File: src/rtl/blackcal_pkg.sv
package blackcal_pkg;
  typedef struct packed {
    logic accept;
    logic clearSum;
    logic latchPend;
    logic apply;
    logic loadManual;
  } calCtl_t;

  typedef enum logic [1:0] {
    ST_AVG  = 2'd0,
    ST_CALC = 2'd1,
    ST_PEND = 2'd2,
    ST_WAIT = 2'd3
  } calState_t;
endpackage

File: src/rtl/blackcal_ctrl.sv
module blackcal_ctrl
  import blackcal_pkg::*;
#(
  parameter int AVG_W  = 3,
  parameter int WAIT_W = 12
) (
  input  logic              clk,
  input  logic              rstN,
  input  logic              calStrobe,
  input  logic              calPolarity,
  input  logic              pixValid,
  input  logic              manualMode,
  input  logic [AVG_W-1:0]  avgSel,
  input  logic [WAIT_W-1:0] waitLines,
  output calCtl_t           ctl
);
  localparam int MAX_SHIFT = (1 << AVG_W) - 1 + 3;
  localparam int CNT_W     = MAX_SHIFT + 1;

  calState_t         state;
  logic [CNT_W-1:0]  sampleCnt;
  logic [CNT_W-1:0]  sampleTarget;
  logic [WAIT_W-1:0] lineCnt;
  logic              active;
  logic              activeQ;
  logic              lineEnd;
  logic              lastSample;

  assign active       = calPolarity ? calStrobe : ~calStrobe;
  assign lineEnd      = activeQ & ~active;
  assign sampleTarget = CNT_W'(1) << (32'(avgSel) + 32'd3);
  assign lastSample   = (sampleCnt + CNT_W'(1)) >= sampleTarget;

  always_comb begin
    ctl = '0;
    if (manualMode) begin
      ctl.loadManual = 1'b1;
      ctl.clearSum   = 1'b1;
    end else begin
      unique case (state)
        ST_AVG:  ctl.accept    = active & pixValid;
        ST_CALC: ctl.latchPend = 1'b1;
        ST_PEND: begin
          ctl.apply    = active;
          ctl.clearSum = active;
        end
        default: ;
      endcase
    end
  end

  always_ff @(posedge clk or negedge rstN) begin
    if (!rstN) begin
      state     <= ST_AVG;
      sampleCnt <= '0;
      lineCnt   <= '0;
      activeQ   <= 1'b0;
    end else begin
      activeQ <= active;
      if (manualMode) begin
        state     <= ST_AVG;
        sampleCnt <= '0;
        lineCnt   <= '0;
      end else begin
        unique case (state)
          ST_AVG: if (ctl.accept) begin
            if (lastSample) begin
              sampleCnt <= '0;
              state     <= ST_CALC;
            end else begin
              sampleCnt <= sampleCnt + CNT_W'(1);
            end
          end
          ST_CALC: state <= ST_PEND;
          ST_PEND: if (active) begin
            lineCnt <= '0;
            state   <= ST_WAIT;
          end
          ST_WAIT: if (lineEnd) begin
            if (lineCnt == waitLines) state <= ST_AVG;
            else lineCnt <= lineCnt + WAIT_W'(1);
          end
          default: state <= ST_AVG;
        endcase
      end
    end
  end

  // a sample is only taken with a valid pixel and the strobe at its programmed level
  assert_accept_qualified_R2: assert property (@(posedge clk) disable iff (!rstN)
    ctl.accept |-> (pixValid && (calStrobe == calPolarity)));

  // the edge that applies an update is never followed by a sample
  assert_no_sample_after_update_R8: assert property (@(posedge clk) disable iff (!rstN)
    ctl.apply |=> !ctl.accept);

  // manual mode halts sampling
  assert_manual_halts_R9: assert property (@(posedge clk) disable iff (!rstN)
    manualMode |-> !ctl.accept && !ctl.apply);
endmodule

File: src/rtl/blackcal_datapath.sv
module blackcal_datapath
  import blackcal_pkg::*;
#(
  parameter int ADC_W    = 12,
  parameter int AVG_W    = 3,
  parameter int COARSE_W = 9,
  parameter int FINE_W   = 10
) (
  input  logic                clk,
  input  logic                rstN,
  input  calCtl_t             ctl,
  input  logic [ADC_W-1:0]    pixData,
  input  logic [ADC_W-1:0]    clipCeiling,
  input  logic [ADC_W-1:0]    targetLevel,
  input  logic [ADC_W-1:0]    coarseThresh,
  input  logic [AVG_W-1:0]    avgSel,
  input  logic [COARSE_W-1:0] manCoarse,
  input  logic [FINE_W-1:0]   manFine,
  output logic [COARSE_W-1:0] coarseCode,
  output logic [FINE_W-1:0]   fineCode
);
  localparam int MAX_SHIFT = (1 << AVG_W) - 1 + 3;
  localparam int SUM_W     = ADC_W + MAX_SHIFT;
  localparam int DIFF_W    = ADC_W + 1;
  localparam int EXT_W     = ((FINE_W > DIFF_W) ? FINE_W : DIFF_W) + 2;
  localparam logic [COARSE_W-1:0] COARSE_MID = COARSE_W'(1) << (COARSE_W - 1);
  localparam logic [FINE_W-1:0]   FINE_MID   = FINE_W'(1) << (FINE_W - 1);

  logic [ADC_W-1:0]         clipped;
  logic [SUM_W-1:0]         sumReg;
  logic [ADC_W-1:0]         avgVal;
  logic signed [DIFF_W-1:0] diff;
  logic [DIFF_W-1:0]        mag;
  logic signed [DIFF_W-1:0] quarter;
  logic [EXT_W-1:0]         fineExt;
  logic                     useCoarse;
  logic                     diffPos;
  logic [COARSE_W-1:0]      coarseNext, pendCoarse;
  logic [FINE_W-1:0]        fineNext, pendFine;

  assign clipped = (pixData > clipCeiling) ? clipCeiling : pixData;
  assign avgVal  = ADC_W'(sumReg >> (32'(avgSel) + 32'd3));
  assign diff    = $signed({1'b0, avgVal}) - $signed({1'b0, targetLevel});
  assign diffPos = !diff[DIFF_W-1] && (diff != '0);
  assign mag     = diff[DIFF_W-1] ? DIFF_W'(-diff) : DIFF_W'(diff);
  assign useCoarse = (diff != '0) && (mag >= {1'b0, coarseThresh});
  assign quarter = diff >>> 2;
  assign fineExt = {{(EXT_W-FINE_W){1'b0}}, fineCode}
                 - {{(EXT_W-DIFF_W){quarter[DIFF_W-1]}}, quarter};

  always_comb begin
    coarseNext = coarseCode;
    fineNext   = fineCode;
    if (useCoarse) begin
      if (diffPos) coarseNext = (coarseCode == '0) ? '0 : coarseCode - COARSE_W'(1);
      else         coarseNext = (&coarseCode) ? coarseCode : coarseCode + COARSE_W'(1);
    end else if (fineExt[EXT_W-1]) begin
      fineNext = '0;
    end else if (|fineExt[EXT_W-2:FINE_W]) begin
      fineNext = '1;
    end else begin
      fineNext = fineExt[FINE_W-1:0];
    end
  end

  always_ff @(posedge clk or negedge rstN) begin
    if (!rstN) begin
      sumReg     <= '0;
      pendCoarse <= COARSE_MID;
      pendFine   <= FINE_MID;
      coarseCode <= COARSE_MID;
      fineCode   <= FINE_MID;
    end else begin
      if (ctl.clearSum)    sumReg <= '0;
      else if (ctl.accept) sumReg <= sumReg + SUM_W'(clipped);
      if (ctl.latchPend) begin
        pendCoarse <= coarseNext;
        pendFine   <= fineNext;
      end
      if (ctl.loadManual) begin
        coarseCode <= manCoarse;
        fineCode   <= manFine;
      end else if (ctl.apply) begin
        coarseCode <= pendCoarse;
        fineCode   <= pendFine;
      end
    end
  end

  // codes hold unless an update or a manual load is issued
  assert_codes_hold_R10: assert property (@(posedge clk) disable iff (!rstN)
    (!ctl.apply && !ctl.loadManual) |=> ($stable(coarseCode) && $stable(fineCode)));

  // manual load copies the register values
  assert_manual_load_R9: assert property (@(posedge clk) disable iff (!rstN)
    ctl.loadManual |=> (coarseCode == $past(manCoarse)) && (fineCode == $past(manFine)));

  // one update moves at most one of the two codes
  assert_single_path_R5: assert property (@(posedge clk) disable iff (!rstN)
    (ctl.apply && !ctl.loadManual) |=> ((coarseCode == $past(coarseCode)) || (fineCode == $past(fineCode))));

  // a clipped sample never exceeds the ceiling
  assert_clip_bound_R3: assert property (@(posedge clk) disable iff (!rstN)
    ctl.accept |-> (clipped <= clipCeiling));
endmodule

File: src/rtl/blackLevelServo.sv
module blackLevelServo
  import blackcal_pkg::*;
#(
  parameter int ADC_W    = 12,
  parameter int AVG_W    = 3,
  parameter int WAIT_W   = 12,
  parameter int COARSE_W = 9,
  parameter int FINE_W   = 10
) (
  input  logic                clk,
  input  logic                rstN,
  input  logic                pixValid,
  input  logic [ADC_W-1:0]    pixData,
  input  logic                calStrobe,
  input  logic                calPolarity,
  input  logic                manualMode,
  input  logic [COARSE_W-1:0] manCoarse,
  input  logic [FINE_W-1:0]   manFine,
  input  logic [AVG_W-1:0]    avgSel,
  input  logic [WAIT_W-1:0]   waitLines,
  input  logic [ADC_W-1:0]    clipCeiling,
  input  logic [ADC_W-1:0]    targetLevel,
  input  logic [ADC_W-1:0]    coarseThresh,
  output logic [COARSE_W-1:0] coarseCode,
  output logic [FINE_W-1:0]   fineCode
);
  calCtl_t ctl;

  blackcal_ctrl #(.AVG_W(AVG_W), .WAIT_W(WAIT_W)) uCtrl (
    .clk(clk), .rstN(rstN), .calStrobe(calStrobe), .calPolarity(calPolarity),
    .pixValid(pixValid), .manualMode(manualMode), .avgSel(avgSel),
    .waitLines(waitLines), .ctl(ctl)
  );

  blackcal_datapath #(.ADC_W(ADC_W), .AVG_W(AVG_W), .COARSE_W(COARSE_W), .FINE_W(FINE_W)) uPath (
    .clk(clk), .rstN(rstN), .ctl(ctl), .pixData(pixData), .clipCeiling(clipCeiling),
    .targetLevel(targetLevel), .coarseThresh(coarseThresh), .avgSel(avgSel),
    .manCoarse(manCoarse), .manFine(manFine), .coarseCode(coarseCode), .fineCode(fineCode)
  );

  // outside manual mode, codes only change on an edge where the strobe was active
  assert_update_in_black_R7: assert property (@(posedge clk) disable iff (!rstN)
    ((!$stable(coarseCode) || !$stable(fineCode)) && !$past(manualMode))
      |-> $past(calStrobe == calPolarity));
endmodule

File: config.mk
export PLATFORM = sky130hd
export DESIGN_NAME = blackLevelServo
export DESIGN_NICKNAME = d
export VERILOG_FILES = /design/src/rtl/blackcal_pkg.sv /design/src/rtl/blackcal_ctrl.sv /design/src/rtl/blackcal_datapath.sv /design/src/rtl/blackLevelServo.sv
export SDC_FILE = /design/constraint.sdc
export NUM_CORES = 1
export LEC_CHECK = 0
export ABC_AREA = 1
export CELL_PAD_IN_SITES_DETAIL_PLACEMENT = 0
export CELL_PAD_IN_SITES_GLOBAL_PLACEMENT = 1
export CORE_UTILIZATION = 37
export DETAILED_ROUTE_END_ITERATION = 7
export PLACE_DENSITY_LB_ADDON = 0.1
export SLEW_MARGIN = 25
export SYNTH_ARGS = -nofsm -noshare
export SYNTH_HDL_FRONTEND = slang
export SYNTH_HIERARCHICAL = 1
export SYNTH_SLANG_ARGS = --single-unit
File: constraint.sdc
create_clock -name clk -period 3.9 [get_ports clk]
set_input_delay 0.975 -clock clk [delete_from_list [all_inputs] [get_ports clk]]
set_output_delay 0.975 -clock clk [all_outputs]
set_load 0.02 [all_outputs]
==> run_results.csv <==
group,metric,value,unit
grt,grt-ovfl-total,0,
synth,avgSynthCellArea,6.43,sq um
place,portBuffers,106,
grt,antenna_found_initial,1,
pwr,p_leak,6.75,nW
grt,grt_pass1_vias,9407,
critical_path,end_kind,"flop",
pwr,ir_drop,0.309,mV
clock_tree,ctsRootBufferMaster,"clkbuf_16",
critical_path,worstReg2RegStart,"uPath/sumReg[4]",
critical_path,worstSetupStartpoint,"avgSel[0]",
place,dp.final_hpwl,21100,um
layout,nFillCells,2209,
layout,multi_input_area,0.00655,sq mm
floorplan,die-area,0.0242,sq mm
clock_tree,numCtsBuffers,9,
drt,wl_per_cell,14.0,um
sta,hold_violations,0,
hold_path,hp-class,"reg -> reg",
synth,syn-cell-area,0.00872,sq mm
critical_path,cp.arrival,5.04,ns
critical_path,worstSetupStartpointType,"primary input",
drt,drc,0,
drt,vias_per_cell,4.86,
synth,synth_seq_cells,86,
hold_path,hold_path_startpoint,"uPath/pendFine[9]",
grt,track_usage,23.3,%
critical_path,cp.required,4.18,ns
synth,yosys.cell_types.count,44,
run_status,violations,"setup timing",
sta,fin_skew,0.00915,ns
pwr,power_density,472,mW/mm^2
layout,area_growth_syn_to_layout,53.6,%
sta,final.period_utilization,122,%
critical_path,cp.depth,35,
floorplan,die_x,156,um
synth,synth_area_leaders,"dfrtp_1 (24%), nand2_1 (18%), ha_1 (11%), inv_1 (8.9%), nand3_1 (6.6%)",
run_status,status,"finished with violations",
sta,worstMarginPinSlew,0.741,ns
floorplan,initial_utilization,38.2,%
drt,first_iter_violations,475,
layout,layout.nets,1870,
sta,setup_ws,-0.855,ns
place,gp_congestion,0.851,
drt,ant_nets,0,
floorplan,num_io_pins,107,
synth,synth_area_leader_cell,"dfrtp_1",
floorplan,core,0.0228,sq mm
sta,hold-worst-slack,0.472,ns
layout,fin_util,58.6,%
clock_tree,cts.reportedPaths.clkPinSlew,0.07,ns
grt,grt_start_max_net_pins,54,
sta,drv_slew,0,
sta,grt_setup_unrepaired,"true",
sta,fin_crit,4.76,ns
clock_tree,clock-sinks,86,
clock_tree,hold_buffers,0,
grt,grt_pass1_wl,45300,um
critical_path,r2r_cells,35,
layout,layout-drive-gt1-share,28.3,%
drt,drt_first_pass_iters,5,
flow_run,drv_cap,0,
critical_path,critPathMaxFanout,7,
clock_tree,cts_tree,"done",
synth,yosys.area.top_type_share,23.5,%
clock_tree,clkLatencyLatePin,0.35,ns
clock_tree,cts_max_level,3,
sta,slew_headroom,50.6,%
synth,synth_edf_count,0,
layout,regArea,0.00216,sq mm
synth,synth_nets,1524,
critical_path,crit_top_cell,"nand2_1",
synth,synth-main-ff-cell,"dfrtp_1",
synth,yosys_warnings,6,
sta,setup_viol,19,
critical_path,crit_buf_inv,8,
clock_tree,max-clock-path-buffers,2,
critical_path,rr_endpoint,"uPath/pendFine[2]",
critical_path,path_class,"in -> reg",
critical_path,crit_slowest_cell,"fa_2",
critical_path,rrSetupSlack,-0.47,ns
synth,ys_async_sr_fraction,100,%
floorplan,die_h,156,um
drt,vias,9810,
drt,drt_wl_total,28300,um
critical_path,cp-endpoint,"uPath/pendFine[2]",
synth,yosysSeqAreaShare,24.7,%
layout,mostFrequentLayoutCell,"nand2_1",
floorplan,rows,55,
layout,layout_common_cells,"nand2_1 (382), buf_4 (229), inv_1 (186)",
sta,clock.fmax,210,MHz
critical_path,max_stage_delay,0.52,ns
synth,netlist_instances,1356,
critical_path,cp_top_family,"simple AND/OR/NAND/NOR gates",
Yosys cell counts, types with 3 or more instances:
| cell | instances |
|---|---|
| nand2_1 | 419 |
| inv_1 | 207 |
| nand3_1 | 115 |
| nor2_1 | 85 |
| dfrtp_1 | 82 |
| o21ai_0 | 78 |
| ha_1 | 77 |
| a21oi_1 | 62 |
| xor2_1 | 36 |
| nand4_1 | 24 |
| o211ai_1 | 24 |
| clkbuf_1 | 21 |
| nor3_1 | 12 |
| o21a_1 | 12 |
| o22ai_1 | 12 |
| xnor2_1 | 12 |
| nand2_2 | 7 |
| nand3b_1 | 7 |
| mux2i_1 | 6 |
| clkinv_1 | 5 |
| buf_2 | 4 |
| dfstp_2 | 4 |
| nor4_1 | 4 |
| fa_1 | 3 |
| inv_2 | 3 |
| nand3_2 | 3 |
| nor2_2 | 3 |
| o21ai_1 | 3 |
worst min path at each step:
stage	to	slack, ns	cells past startpoint
finish	uPath/pendFine[9]	0.47	2
global route	uPath/pendFine[9]	0.49	2
CTS	uPath/pendFine[9]	0.47	2
detailed placement	uPath/pendFine[9]	0.45	2
global placement	uPath/pendFine[9]	0.46	2
floorplan	uPath/pendFine[9]	0.44	2
registers in the layout, indices dropped and copies added (netlist names):
register	count
uPath/sumReg	22
uPath/coarseCode	9
uPath/fineCode	10
uCtrl/state	2
uPath/pendCoarse	9
uCtrl/activeQ	1
uCtrl/lineCnt	12
uPath/pendFine	10
uCtrl/sampleCnt	11
logic make-up (layout without fill, tap and decap cells):
family | count (synthesis) | after routing | share of synthesized area [%]
other | 1 | 2 | 0.0430
adders and majority gates | 80 | 80 | 11.7
DFF | 86 | 86 | 24.7
and+or+nand+nor | 687 | 687 | 33.7
xor gates and xnor gates | 50 | 50 | 5.19
muxes | 6 | 6 | 0.688
buffers and inverters | 245 | 595 | 10.9
AOI/OAI and AO/OA | 201 | 201 | 13.0
per-layer routing:
layer	routed length, um	vias up	share of wire (%)	track usage [%]
met1	12500	4582	44	29.1
met4	221	0	0.78	4.44
met5	0	-	0	0
met2	14800	127	52	43.2
li1	-	5087	-	-
met3	848	14	3.0	2.47
report_power, final:
group	switching, mW	internal [mW]	leakage [nW]
registers	0.181	1.09	1.12
logic	2.04	1.99	5.48
clock network	0.396	0.624	0.161
layout make-up:
class	count	area share [%]
antenna	1	0.0187
clock buffer	9	1.68
clock inverter	6	0.831
inverter	215	6.22
multi-input combinational	1025	48.9
sequential	86	16.1
tap	313	2.92
timing repair buffer	365	23.3
worst reg2reg max path, delay by kind of cell (launching register included):
kind	cells	cell delay, ns
adder cells (fa/ha/maj)	4	1.13
AND/OR/NAND/NOR	17	1.24
XOR/XNOR	1	0.14
flip-flops	1	0.38
buffers and inverters	7	0.59
AO/OA/AOI/OAI	6	0.82
repair_timing:
action                     CTS  global route
setup endpoints to repair   37            36
gates cloned                 3             0
gates resized for setup    189           168
buffers inserted            38            26
pin swaps                   87            82
through the flow:
| stage | cells | setup TNS, ns | instance area [sq um] | total power [mW] | worst slack, ns |
|---|---|---|---|---|---|
| finish | 2020 | -15.82 | 13400 | 6.32 | -0.855 |
| global route | 2020 | -22.21 | 13400 | 6.83 | -1.13 |
| floorplan | 1356 | -15.19 | 8820 | 3.12 | -0.831 |
| global placement | 1944 | -43.60 | 11600 | 4.53 | -1.78 |
| detailed placement | 1944 | -46.12 | 11600 | 4.55 | -1.81 |
| CTS | 1999 | -17.13 | 12700 | 5.92 | -0.918 |
(Power assumes the default switching activity.)
